<file path="src/rtl/qpt_pkg.sv">
package qpt_pkg;
  localparam int ADDR_W = 19;
  localparam int BYTE_W = 8;
  localparam int CNT_W  = 16;
  localparam int SZ_W   = 13;
  localparam int RA_W   = 5;
  localparam int ALIGN  = 3;
  localparam int RING_W = 8;

  localparam logic [RA_W-1:0] RG_TXB_LO  = 5'h00;
  localparam logic [RA_W-1:0] RG_RXB_LO  = 5'h01;
  localparam logic [RA_W-1:0] RG_BASE_HI = 5'h02;
  localparam logic [RA_W-1:0] RG_SIZE    = 5'h03;
  localparam logic [RA_W-1:0] RG_LEN_LO  = 5'h04;
  localparam logic [RA_W-1:0] RG_LEN_HI  = 5'h05;
  localparam logic [RA_W-1:0] RG_TXC_LO  = 5'h06;
  localparam logic [RA_W-1:0] RG_TXC_HI  = 5'h07;
  localparam logic [RA_W-1:0] RG_RXC_LO  = 5'h08;
  localparam logic [RA_W-1:0] RG_RXC_HI  = 5'h09;
  localparam logic [RA_W-1:0] RG_RP_LO   = 5'h0A;
  localparam logic [RA_W-1:0] RG_RP_HI   = 5'h0B;
  localparam logic [RA_W-1:0] RG_CTRL    = 5'h0C;
  localparam logic [RA_W-1:0] RG_STAT    = 5'h0D;
  localparam logic [RA_W-1:0] RG_DTX_LO  = 5'h10;
  localparam logic [RA_W-1:0] RG_DTX_HI  = 5'h11;
  localparam logic [RA_W-1:0] RG_DRX_LO  = 5'h12;
  localparam logic [RA_W-1:0] RG_DRX_HI  = 5'h13;

  localparam logic [3:0] CODE_LINEAR = 4'hC;

  // Size code to byte count; zero marks an unsupported code.
  function automatic logic [SZ_W-1:0] size_of_code(input logic [3:0] code);
    case (code)
      4'h0:    return 13'd16;
      4'h5:    return 13'd32;
      4'h6:    return 13'd64;
      4'h7:    return 13'd128;
      4'hC:    return 13'd4096;
      default: return 13'd0;
    endcase
  endfunction

  // Bytes waiting between write and read pointer.
  function automatic logic [CNT_W-1:0] ring_fill(input logic [CNT_W-1:0] wp,
                                                 input logic [CNT_W-1:0] rp,
                                                 input logic wide);
    logic [RING_W-1:0] narrow;
    narrow = wp[RING_W-1:0] - rp[RING_W-1:0];
    if (wide) return wp - rp;
    return {{(CNT_W-RING_W){1'b0}}, narrow};
  endfunction

  // Remaining transmit bytes, clamped at zero.
  function automatic logic [CNT_W-1:0] tx_left(input logic [CNT_W-1:0] len,
                                               input logic [CNT_W-1:0] done);
    return (len > done) ? (len - done) : '0;
  endfunction

  // Memory address of the byte at pointer ptr in a buffer of the given size.
  function automatic logic [ADDR_W-1:0] slot_addr(input logic [BYTE_W-1:0] hi,
                                                  input logic [BYTE_W-1:0] lo,
                                                  input logic [CNT_W-1:0] ptr,
                                                  input logic [SZ_W-1:0] size);
    logic [CNT_W-1:0]  mask;
    logic [ADDR_W-1:0] base;
    mask = {{(CNT_W-SZ_W){1'b0}}, size} - 1'b1;
    base = {hi, lo, {ALIGN{1'b0}}};
    return base + {{(ADDR_W-CNT_W){1'b0}}, ptr & mask};
  endfunction
endpackage

</file>
<file path="src/rtl/qpt_regs.sv">
module qpt_regs
  import qpt_pkg::*;
(
  input  logic              clk,
  input  logic              rst_n,
  input  logic              reg_wr,
  input  logic [RA_W-1:0]   reg_addr,
  input  logic [BYTE_W-1:0] reg_wdata,
  output logic [BYTE_W-1:0] txb_lo,
  output logic [BYTE_W-1:0] rxb_lo,
  output logic [BYTE_W-1:0] base_hi,
  output logic [BYTE_W-1:0] size_codes,
  output logic [BYTE_W-1:0] dtx_lo,
  output logic [BYTE_W-1:0] dtx_hi,
  output logic [BYTE_W-1:0] drx_lo,
  output logic [BYTE_W-1:0] drx_hi,
  output logic              ctl_autoclr,
  output logic [1:0]        ctl_lin_en,
  output logic              len_lo_we,
  output logic              len_hi_we,
  output logic              rp_lo_we,
  output logic              rp_hi_we,
  output logic              flush_req,
  output logic [3:0]        stat_clr
);
  logic ctl_we, stat_we;

  assign len_lo_we = reg_wr && (reg_addr == RG_LEN_LO);
  assign len_hi_we = reg_wr && (reg_addr == RG_LEN_HI);
  assign rp_lo_we  = reg_wr && (reg_addr == RG_RP_LO);
  assign rp_hi_we  = reg_wr && (reg_addr == RG_RP_HI);
  assign ctl_we    = reg_wr && (reg_addr == RG_CTRL);
  assign stat_we   = reg_wr && (reg_addr == RG_STAT);
  assign flush_req = ctl_we && reg_wdata[0];
  assign stat_clr  = stat_we ? reg_wdata[3:0] : 4'b0000;

  always_ff @(posedge clk or negedge rst_n) begin
    if (!rst_n) begin
      txb_lo      <= '0;
      rxb_lo      <= '0;
      base_hi     <= '0;
      size_codes  <= '0;
      dtx_lo      <= '0;
      dtx_hi      <= '0;
      drx_lo      <= '0;
      drx_hi      <= '0;
      ctl_autoclr <= 1'b0;
      ctl_lin_en  <= 2'b00;
    end else if (reg_wr) begin
      case (reg_addr)
        RG_TXB_LO:  txb_lo     <= reg_wdata;
        RG_RXB_LO:  rxb_lo     <= reg_wdata;
        RG_BASE_HI: base_hi    <= reg_wdata;
        RG_SIZE:    size_codes <= reg_wdata;
        RG_DTX_LO:  dtx_lo     <= reg_wdata;
        RG_DTX_HI:  dtx_hi     <= reg_wdata;
        RG_DRX_LO:  drx_lo     <= reg_wdata;
        RG_DRX_HI:  drx_hi     <= reg_wdata;
        RG_CTRL: begin
          ctl_autoclr <= reg_wdata[6];
          ctl_lin_en  <= reg_wdata[5:4];
        end
        default: ;
      endcase
    end
  end
endmodule

</file>
<file path="src/rtl/qpt_txq.sv">
module qpt_txq
  import qpt_pkg::*;
(
  input  logic              clk,
  input  logic              rst_n,
  input  logic [BYTE_W-1:0] wdata,
  input  logic              len_lo_we,
  input  logic              len_hi_we,
  input  logic              flush_req,
  input  logic              tx_pop,
  input  logic              cfg_ok,
  input  logic              linear,
  input  logic              autoclr,
  input  logic              xfer_end,
  input  logic              clr_udr,
  input  logic              clr_done,
  output logic [CNT_W-1:0]  popped,
  output logic [CNT_W-1:0]  count,
  output logic              udr_flag,
  output logic              done_flag,
  output logic              pop_go,
  output logic              udr_evt,
  output logic              zero_evt
);
  logic [CNT_W-1:0] len_q;
  logic             done_evt;

  assign count    = tx_left(len_q, popped);
  assign pop_go   = tx_pop && cfg_ok && (count != '0);
  assign udr_evt  = tx_pop && cfg_ok && (count == '0);
  assign done_evt = xfer_end && linear;
  assign zero_evt = flush_req || (done_evt && autoclr);

  always_ff @(posedge clk or negedge rst_n) begin
    if (!rst_n) begin
      len_q  <= '0;
      popped <= '0;
    end else if (zero_evt) begin
      len_q  <= '0;
      popped <= '0;
    end else begin
      if (len_lo_we) len_q[BYTE_W-1:0]     <= wdata;
      if (len_hi_we) len_q[CNT_W-1:BYTE_W] <= wdata;
      if (pop_go)    popped                <= popped + 1'b1;
    end
  end

  always_ff @(posedge clk or negedge rst_n) begin
    if (!rst_n) begin
      udr_flag  <= 1'b0;
      done_flag <= 1'b0;
    end else begin
      if (udr_evt)       udr_flag  <= 1'b1;
      else if (clr_udr)  udr_flag  <= 1'b0;
      if (done_evt)      done_flag <= 1'b1;
      else if (clr_done) done_flag <= 1'b0;
    end
  end
endmodule

</file>
<file path="src/rtl/qpt_rxq.sv">
module qpt_rxq
  import qpt_pkg::*;
(
  input  logic              clk,
  input  logic              rst_n,
  input  logic [BYTE_W-1:0] wdata,
  input  logic              rp_lo_we,
  input  logic              rp_hi_we,
  input  logic              rx_push,
  input  logic              cfg_ok,
  input  logic [SZ_W-1:0]   size,
  input  logic              linear,
  input  logic              xfer_end,
  input  logic              clr_ovr,
  input  logic              clr_done,
  output logic [CNT_W-1:0]  wp,
  output logic [CNT_W-1:0]  rp,
  output logic [CNT_W-1:0]  count,
  output logic              ovr_flag,
  output logic              done_flag,
  output logic              push_go,
  output logic              ovr_evt
);
  logic full;
  logic done_evt;

  assign count    = ring_fill(wp, rp, linear);
  assign full     = count >= {{(CNT_W-SZ_W){1'b0}}, size};
  assign push_go  = rx_push && cfg_ok && !full;
  assign ovr_evt  = rx_push && cfg_ok && full;
  assign done_evt = xfer_end && linear;

  always_ff @(posedge clk or negedge rst_n) begin
    if (!rst_n) begin
      wp <= '0;
      rp <= '0;
    end else begin
      if (push_go)  wp                  <= wp + 1'b1;
      if (rp_lo_we) rp[BYTE_W-1:0]     <= wdata;
      if (rp_hi_we) rp[CNT_W-1:BYTE_W] <= wdata;
    end
  end

  always_ff @(posedge clk or negedge rst_n) begin
    if (!rst_n) begin
      ovr_flag  <= 1'b0;
      done_flag <= 1'b0;
    end else begin
      if (ovr_evt)       ovr_flag  <= 1'b1;
      else if (clr_ovr)  ovr_flag  <= 1'b0;
      if (done_evt)      done_flag <= 1'b1;
      else if (clr_done) done_flag <= 1'b0;
    end
  end
endmodule

</file>
<file path="src/rtl/qpt_tracker.sv">
module qpt_tracker
  import qpt_pkg::*;
(
  input  logic              clk,
  input  logic              rst_n,
  input  logic              reg_wr,
  input  logic [RA_W-1:0]   reg_addr,
  input  logic [BYTE_W-1:0] reg_wdata,
  output logic [BYTE_W-1:0] reg_rdata,
  input  logic              tx_pop,
  output logic [ADDR_W-1:0] tx_addr,
  input  logic              rx_push,
  output logic [ADDR_W-1:0] rx_addr,
  input  logic              tx_xfer_end,
  input  logic              rx_xfer_end
);
  localparam int NDIR = 2;
  localparam int DTX  = 0;
  localparam int DRX  = 1;

  logic [BYTE_W-1:0] txb_lo, rxb_lo, base_hi, size_codes;
  logic [BYTE_W-1:0] dtx_lo, dtx_hi, drx_lo, drx_hi;
  logic              ctl_autoclr;
  logic [1:0]        ctl_lin_en;
  logic              len_lo_we, len_hi_we, rp_lo_we, rp_hi_we, flush_req;
  logic [3:0]        stat_clr;

  logic              linear;
  logic [NDIR-1:0][3:0]      dir_code;
  logic [NDIR-1:0][SZ_W-1:0] dir_size;
  logic [NDIR-1:0]           dir_ok;

  logic [CNT_W-1:0]  tx_popped, tx_cnt;
  logic [CNT_W-1:0]  rx_wp, rx_rp, rx_cnt;
  logic              st_udr, st_ovr, st_txdone, st_rxdone;
  logic              pop_go, udr_evt, zero_evt, push_go, ovr_evt;
  logic [SZ_W-1:0]   tx_size, rx_size;
  logic              tx_ok, rx_ok;
  logic [BYTE_W-1:0] tx_hi, tx_lo, rx_hi, rx_lo;
  logic [BYTE_W-1:0] stat_byte, ctrl_byte;

  qpt_regs u_regs (
    .clk(clk), .rst_n(rst_n), .reg_wr(reg_wr), .reg_addr(reg_addr),
    .reg_wdata(reg_wdata), .txb_lo(txb_lo), .rxb_lo(rxb_lo),
    .base_hi(base_hi), .size_codes(size_codes), .dtx_lo(dtx_lo),
    .dtx_hi(dtx_hi), .drx_lo(drx_lo), .drx_hi(drx_hi),
    .ctl_autoclr(ctl_autoclr), .ctl_lin_en(ctl_lin_en),
    .len_lo_we(len_lo_we), .len_hi_we(len_hi_we), .rp_lo_we(rp_lo_we),
    .rp_hi_we(rp_hi_we), .flush_req(flush_req), .stat_clr(stat_clr)
  );

  assign linear = &ctl_lin_en;
  assign dir_code[DTX] = size_codes[3:0];
  assign dir_code[DRX] = size_codes[7:4];

  for (genvar g = 0; g < NDIR; g++) begin : g_dir
    assign dir_size[g] = size_of_code(dir_code[g]);
    assign dir_ok[g]   = (dir_size[g] != '0) &&
                         (linear || (dir_code[g] != CODE_LINEAR));
  end

  assign tx_size = dir_size[DTX];
  assign rx_size = dir_size[DRX];
  assign tx_ok   = dir_ok[DTX];
  assign rx_ok   = dir_ok[DRX];

  qpt_txq u_txq (
    .clk(clk), .rst_n(rst_n), .wdata(reg_wdata), .len_lo_we(len_lo_we),
    .len_hi_we(len_hi_we), .flush_req(flush_req), .tx_pop(tx_pop),
    .cfg_ok(tx_ok), .linear(linear), .autoclr(ctl_autoclr),
    .xfer_end(tx_xfer_end), .clr_udr(stat_clr[2]), .clr_done(stat_clr[1]),
    .popped(tx_popped), .count(tx_cnt), .udr_flag(st_udr),
    .done_flag(st_txdone), .pop_go(pop_go), .udr_evt(udr_evt),
    .zero_evt(zero_evt)
  );

  qpt_rxq u_rxq (
    .clk(clk), .rst_n(rst_n), .wdata(reg_wdata), .rp_lo_we(rp_lo_we),
    .rp_hi_we(rp_hi_we), .rx_push(rx_push), .cfg_ok(rx_ok), .size(rx_size),
    .linear(linear), .xfer_end(rx_xfer_end), .clr_ovr(stat_clr[3]),
    .clr_done(stat_clr[0]), .wp(rx_wp), .rp(rx_rp), .count(rx_cnt),
    .ovr_flag(st_ovr), .done_flag(st_rxdone), .push_go(push_go),
    .ovr_evt(ovr_evt)
  );

  assign tx_hi = linear ? dtx_hi : base_hi;
  assign tx_lo = linear ? dtx_lo : txb_lo;
  assign rx_hi = linear ? drx_hi : base_hi;
  assign rx_lo = linear ? drx_lo : rxb_lo;

  assign tx_addr = slot_addr(tx_hi, tx_lo, tx_popped, tx_size);
  assign rx_addr = slot_addr(rx_hi, rx_lo, rx_wp, rx_size);

  assign stat_byte = {!tx_ok, !rx_ok, 2'b00, st_ovr, st_udr, st_txdone, st_rxdone};
  assign ctrl_byte = {1'b0, ctl_autoclr, ctl_lin_en, 4'b0000};

  always_comb begin
    case (reg_addr)
      RG_TXB_LO:  reg_rdata = txb_lo;
      RG_RXB_LO:  reg_rdata = rxb_lo;
      RG_BASE_HI: reg_rdata = base_hi;
      RG_SIZE:    reg_rdata = size_codes;
      RG_TXC_LO:  reg_rdata = tx_cnt[7:0];
      RG_TXC_HI:  reg_rdata = tx_cnt[15:8];
      RG_RXC_LO:  reg_rdata = rx_cnt[7:0];
      RG_RXC_HI:  reg_rdata = rx_cnt[15:8];
      RG_RP_LO:   reg_rdata = rx_rp[7:0];
      RG_RP_HI:   reg_rdata = rx_rp[15:8];
      RG_CTRL:    reg_rdata = ctrl_byte;
      RG_STAT:    reg_rdata = stat_byte;
      RG_DTX_LO:  reg_rdata = dtx_lo;
      RG_DTX_HI:  reg_rdata = dtx_hi;
      RG_DRX_LO:  reg_rdata = drx_lo;
      RG_DRX_HI:  reg_rdata = drx_hi;
      default:    reg_rdata = '0;
    endcase
  end
endmodule

</file>
<file path="config.mk">
export PLATFORM = sky130hd
export DESIGN_NAME = qpt_tracker
export DESIGN_NICKNAME = d
export VERILOG_FILES = /design/src/rtl/qpt_pkg.sv /design/src/rtl/qpt_regs.sv /design/src/rtl/qpt_txq.sv /design/src/rtl/qpt_rxq.sv /design/src/rtl/qpt_tracker.sv
export SDC_FILE = /design/constraint.sdc
export NUM_CORES = 1
export LEC_CHECK = 0
export BUFFER_PORTS_ARGS = -buffer_cell sky130_fd_sc_hd__buf_2
export CORE_ASPECT_RATIO = 0.75
export CORE_MARGIN = 2
export CORE_UTILIZATION = 45
export CTS_CLUSTER_SIZE = 24
export DETAILED_ROUTE_END_ITERATION = 7
export PLACE_DENSITY = 0.64
export SLEW_MARGIN = 10
export SYNTH_ARGS = -nofsm -noshare
export SYNTH_HDL_FRONTEND = slang
export SYNTH_SLANG_ARGS = --single-unit
</file>
<file path="constraint.sdc">
create_clock -name clk -period 3.5 [get_ports clk]
set_input_delay 0.175 -clock clk [delete_from_list [all_inputs] [get_ports clk]]
set_output_delay 0.175 -clock clk [all_outputs]
set_load 0.01 [all_outputs]
</file>
* Word level (Yosys, flattened, before mapping)
Cells that the tools add are included.
** Cells by class
- Equality and inequality tests :: 27
- Bitwise operators :: 2
- Reductions and logical operators :: 48
- Add/subtract/negate cells :: 9
- Order comparisons :: 2
- Mux-type cells :: 25
** Operator list (count)
- $pmux 13 s5 :: 2
- $pmux 8 s16 :: 1
- $mux 16 :: 6
- $mux 8 :: 6
- $add 19x16->19 :: 2
- $add 16x1->16 const B :: 2
- $and 16x16->16 :: 2
- $sub 16x16->16 :: 2
- $eq 5x4->1 const B :: 6
- $sub 13x1->14 const B :: 2
- $reduce_bool 13->1 :: 2
- $eq 4x3->1 const B :: 6
- $eq 5x3->1 const B :: 4
- $eq 5x5->1 const B :: 4
- $reduce_and 2->1 :: 10
- $logic_and 1x1->1 :: 18
- $ge 16x13->1 :: 1
- $gt 16x16->1 :: 1
- $logic_not 16->1 :: 1
- $reduce_bool 16->1 :: 1
- $reduce_bool 2->1 :: 7
- $eq 5x2->1 const B :: 2
- $mux 1 :: 9
- $eq 4x4->1 const B :: 2
- other kinds (8) :: 14
** Word-level totals
- Output and inout bits :: 46
- Logic and storage cells :: 133
- Input bits :: 20
- Flip-flop bits (word level) :: 135

* Depth between registers and ports, before layout
- Depth in word-level cells :: 8
- Depth in mapped cells :: 19
- Mapped depth without buffers :: 16

* Hierarchy
From an unflattened synthesis, not the netlist that was laid out.
** Second synthesis, totals
- Cells, all modules :: 1296
- Area total of the unflattened synthesis :: 11220.8 µm²
** By module, submodules not included
- qpt_tracker :: times used 1, cells each 491, area an instance 3173.0 µm², seq. area each 0.0 µm²
- qpt_txq :: times used 1, cells each 340, area an instance 2832.7 µm², seq. area each 850.8 µm²
- qpt_regs :: times used 1, cells each 167, area an instance 2651.3 µm², seq. area each 1676.6 µm²
- qpt_rxq :: times used 1, cells each 298, area an instance 2563.7 µm², seq. area each 850.8 µm²

* Least setup slack after synthesis
OpenSTA, ideal clock, no wires.
- Kind :: flip-flop to output port
- From :: register u_regs.size_codes[5]
- To :: output port rx_addr[17]
- Required time :: 3325 ps
- Cell stages (with the launch flop) :: 17
- Path buffers :: 1
- Data arrival time :: 3512 ps
- Slack :: -187 ps
- Cell sequence :: dfrtp_1 clkbuf_1 nor4_1 inv_1 ha_1 xor2_1 and2_1 ha_1 a21oi_1 o21bai_1 a21oi_1 o21ai_0 and2_1 o31ai_1 a211oi_1 o21ai_0 xnor2_1
** On the way
- Word-level cells in the longest chain between the ends :: 5
- Elaborated cells between the ends (all ways) :: 9
- Classes of those cells :: 2 x add/sub; 4 x eq/ne; 1 x mux; 1 x bitwise; 1 x reduce/logical
** Ends and longest elaborated chain
- start, declared :: line qpt_regs.sv:12 : output logic [BYTE_W-1:0] size_codes,
- start signal, assigned :: line qpt_regs.sv:54 : RG_SIZE: size_codes <= reg_wdata;
- $eq 4x4->1 (tied with other cells) :: line qpt_pkg.sv:33 : case (code)
- $pmux 13 s5 * :: line qpt_pkg.sv:33
- $sub 13x1->14 * :: line qpt_pkg.sv:66 : mask = {{(CNT_W-SZ_W){1'b0}}, size} - 1'b1;
- $and 16x16->16 * :: line qpt_pkg.sv:68 : return base + {{(ADDR_W-CNT_W){1'b0}}, ptr & mask};
- $add 19x16->19 * :: line qpt_pkg.sv:68
- end, declared :: line qpt_tracker.sv:13 : output logic [ADDR_W-1:0] rx_addr,
Mark *: on every way between the ends. The rest lies on a longest branch, timed or not.

* Final worst setup path
- From :: register u_regs.size_codes[7]
- To :: output port rx_addr[17]
The elaborated chain is that of the path after synthesis.

==> results.py <==
metrics = {
    "critical_path": {
        "crit_slowest_cell": "dfrtp_1",
        "crit_fanout": 4,
        "cp.required_ns": 3.32,
        "crit_end": "rx_addr[17]",
        "r2r_cells": 16,
        "end_kind": "output pin",
        "cp-startpoint": "u_regs.size_codes[7]$_DFFE_PN0P_",
        "slowest_delay_ns": 0.41,
        "setup.worst_path.class": "register to output pin",
        "reg2reg_slack_ns": -0.21,
        "crit_path_start_kind": "register",
        "cp.arrival_ns": 3.58,
        "timing.rr.start": "u_rxq.wp[0]$_DFFE_PN0P_",
        "path_cells": "buf_4, nand3b_1, nor2_2, buf_4, xor2_1, and2_1, ha_4, a21oi_2, o21bai_1, a21oi_2, o21ai_1, and2_4, o31ai_4, a211oi_2, o21ai_1, xnor2_1, buf_2",
        "reg2reg_to": "u_rxq.wp[2]$_DFFE_PN0P_",
    },
    "die": {
        "die-area_mm2": 0.0242,
        "fp.dieW_um": 179,
        "start_util_pct": 45.5,
        "die-height_um": 135,
        "io_pins": 66,
        "rows": 48,
        "core_mm2": 0.0228,
    },
    "global_route": {
        "gr-total-overflow": 0,
        "grt_max_degree": 79,
        "grt_pass1_wl_um": 53300,
        "grt_pass1_vias": 9301,
        "track_usage_pct": 29.3,
        "antenna_found_initial": 0,
    },
    "cells_and_area": {
        "area_delta_synth_final_pct": 31.2,
        "final_cells": 1659,
        "final_common_cell": "buf_4",
        "diodes": 0,
        "nets": 1439,
        "nFillCells": 1948,
        "mostFrequentLayoutCells": "buf_4, dfrtp_1, nand2_1",
        "post_route_cells_drive_above_1_share_pct": 35.5,
    },
    "clocking": {
        "cts_inserted_buffers": 17,
        "clock_latency_ns": 0.44,
        "cts_sinks": 135,
        "cts_tree": "done",
        "cts_root_buf": "clkbuf_16",
        "clkTransAtPathRegs_ns": 0.06,
        "ctsLongestPathBuffers": 2,
        "cts_htree_levels": 4,
    },
    "timing": {
        "worstMarginPinSlew_ns": 1.10,
        "hold_viol": 0,
        "fmax_mhz": 266,
        "rsz0062_at_grt": "true",
        "timing.final.max_slew_violations": 0,
        "post-route-period-util_pct": 107,
        "min_period_ns": 3.75,
        "setup-tns-final_ns": -2.86,
        "skew_ns": 0.0127,
        "layout_setup_ws_ns": -0.254,
        "worst_slew_margin_rel_pct": 26.2,
        "setup_viol": 27,
    },
    "yosys": {
        "netlist_area_mm2": 0.0103,
        "yosysWarningCount": 0,
        "postSynthAreaPerCell_um2": 8.97,
        "ys_ff_latch": 135,
        "postSynthCellCount": 1154,
        "synth-edff-count": 0,
        "syn_nets": 1247,
        "synth-async-reset-ratio_pct": 100,
        "synthFlopType": "dfrtp_1",
        "ys_seq_area_share_pct": 32.6,
        "synth_cell_types": 77,
    },
    "placement": {
        "dp_hpwl_um": 25400,
        "gp_congestion": 0.934,
        "io_buffers": 65,
        "dp_slack_ns": -0.285,
        "place_inst": 1578,
    },
    "power_and_ir_drop": {
        "max-vdd-ir-drop_mv": 0.350,
        "p_leak_uw": 0.00643,
        "p_per_area_mw_per_mm2": 684,
    },
    "run": {
        "drv_cap": 0,
    },
    "detailed_routing": {
        "vias": 9903,
        "drc": 0,
        "wl_per_cell_um": 21.5,
        "dr.pass1.iters": 8,
        "viasPerCell": 5.97,
        "first_iter_violations": 1127,
        "wl_um": 35700,
        "antenna_left": 0,
    },
    "hold_path": {
        "hold_start": "rx_xfer_end",
        "min_path_type": "primary input to register",
    },
    "run_status": {
        "outcome": "finished with violations",
        "violations": "setup timing",
    },
}
-- metrics by stage --
stage / power [µW] / utilization (%) / hold WS [ns] / instance area (µm²)
2_1_floorplan: 4890 / - / -0.121 / 10400
3_3_place_gp: 6350 / 51.3 / 0.287 / 11700
3_5_place_dp: 6410 / 51.3 / 0.287 / 11700
4_1_cts: 8750 / 56.5 / 0.00436 / 12900
5_1_grt: 9830 / 59.6 / 0.0250 / 13600
6_report: 9280 / 59.6 / 0.0232 / 13600
-- kinds of logic (layout without fill, tap and decap cells) --
kind of cell / after synthesis / count (layout) / share of synthesized area (%)
buffers and inverters: 114 / 315 / 4.62
xor gates and xnor gates: 72 / 72 / 6.09
AOI/OAI and AO/OA: 248 / 249 / 16.7
and+or+nand+nor: 403 / 406 / 19.3
adders and majority gates: 73 / 73 / 9.12
DFF: 135 / 135 / 32.6
muxes: 109 / 109 / 11.6
-- how the worst min path moves through the flow --
stage / endpoint / slack (ns) / cells after the start
after CTS: u_rxq.done_flag$_DFFE_PN0P_ / 0.004 / 2
after global placement: u_regs.size_codes[0]$_DFFE_PN0P_ / 0.29 / 1
after floorplan: u_regs.base_hi[0]$_DFFE_PN0P_ / -0.12 / 0
after global routing: u_rxq.done_flag$_DFFE_PN0P_ / 0.03 / 2
final: u_rxq.done_flag$_DFFE_PN0P_ / 0.02 / 2
after detailed placement: u_regs.size_codes[2]$_DFFE_PN0P_ / 0.29 / 1
-- synthesized netlist by cell type, types with 3 or more instances --
cell type / number / area [µm²]
a211oi_1: 6 / 45.0
nor3_1: 21 / 105
a31oi_1: 3 / 18.8
o211ai_1: 5 / 37.5
a31o_2: 3 / 26.3
nor2b_1: 16 / 100
xor2_1: 36 / 315
a211o_1: 3 / 26.3
a21o_1: 22 / 165
dfrtp_1: 135 / 3380
fa_1: 4 / 80.1
buf_4: 6 / 45.0
nor3b_2: 3 / 37.5
nand4_1: 10 / 62.6
a222oi_1: 8 / 80.1
or3_1: 11 / 68.8
xnor2_1: 36 / 315
a22o_1: 12 / 105
nor4_1: 9 / 56.3
and2_1: 20 / 125
nand3_1: 32 / 160
inv_1: 66 / 248
o21a_1: 10 / 75.1
and3_1: 19 / 119
a22oi_1: 15 / 113
nand2_1: 128 / 480
o21ai_0: 43 / 215
nor2_1: 96 / 360
mux2i_1: 25 / 250
a221oi_1: 14 / 123
o22ai_1: 4 / 25.0
nand2b_1: 10 / 62.6
ha_1: 69 / 863
or4_1: 9 / 67.6
o31ai_1: 12 / 90.1
a21oi_1: 54 / 270
nand3b_1: 5 / 37.5
mux2_2: 84 / 946
a311oi_1: 3 / 26.3
o21bai_1: 5 / 37.5
clkbuf_1: 36 / 135
-- report_power, final --
group          switching, µW  internal, µW  total [µW]
Sequential               291          1870        2160
Combinational           2810          2380        5200
Clock                    758          1170        1920
-- metal layers --
metal / routed length, µm / GRT usage, % / share of wire, % / vias up
met5: 0 / 0 / 0 / -
met2: 15300 / 41.5 / 43 / 453
li1: - / - / - / 4558
met3: 3290 / 8.16 / 9.2 / 64
met4: 713 / 7.48 / 2.0 / 0
met1: 16400 / 43.6 / 46 / 4828
-- area by class of cell --
class                   count  area [µm²]  area share (%)
flip-flops and latches    135        3380            24.9
well taps                 300         375            2.77
repair buffers            216        1550            11.4
multi-input cells         909        7400            54.5
clock inverters            13         170            1.25
inverters                  67         254            1.87
clock buffers              19         453            3.34
-- worst max-delay path, delay by kind of cell (launching register included) --
kind	cells	cell delay, ns
compound gates	7	1.00
simple gates	4	0.79
buf+inv	3	0.47
flops	1	0.41
xor+xnor	2	0.27
fa+ha+maj	1	0.22
-- state kept, by name (all words and copies together), names as in the netlist, 8 cells and up --
name               flops
u_regs.drx_lo          8
u_regs.drx_hi          8
u_regs.size_codes      8
u_rxq.wp              16
u_regs.txb_lo          8
u_regs.dtx_hi          8
u_regs.dtx_lo          8
u_txq.popped          16
u_regs.rxb_lo          8
u_txq.len_q           16
u_regs.base_hi         8
u_rxq.rp              16
-- repair_timing --
item | CTS | global route
endpoints found under the hold margin | 77 | 0
endpoints found under the setup margin | 42 | 61
cloned | 1 | 3
gates resized for setup | 86 | 115
hold buffers | 1 | 0
pin swaps | 80 | 94
buffers inserted | 29 | 19
No activity file was read; power rests on OpenSTA's default activity.
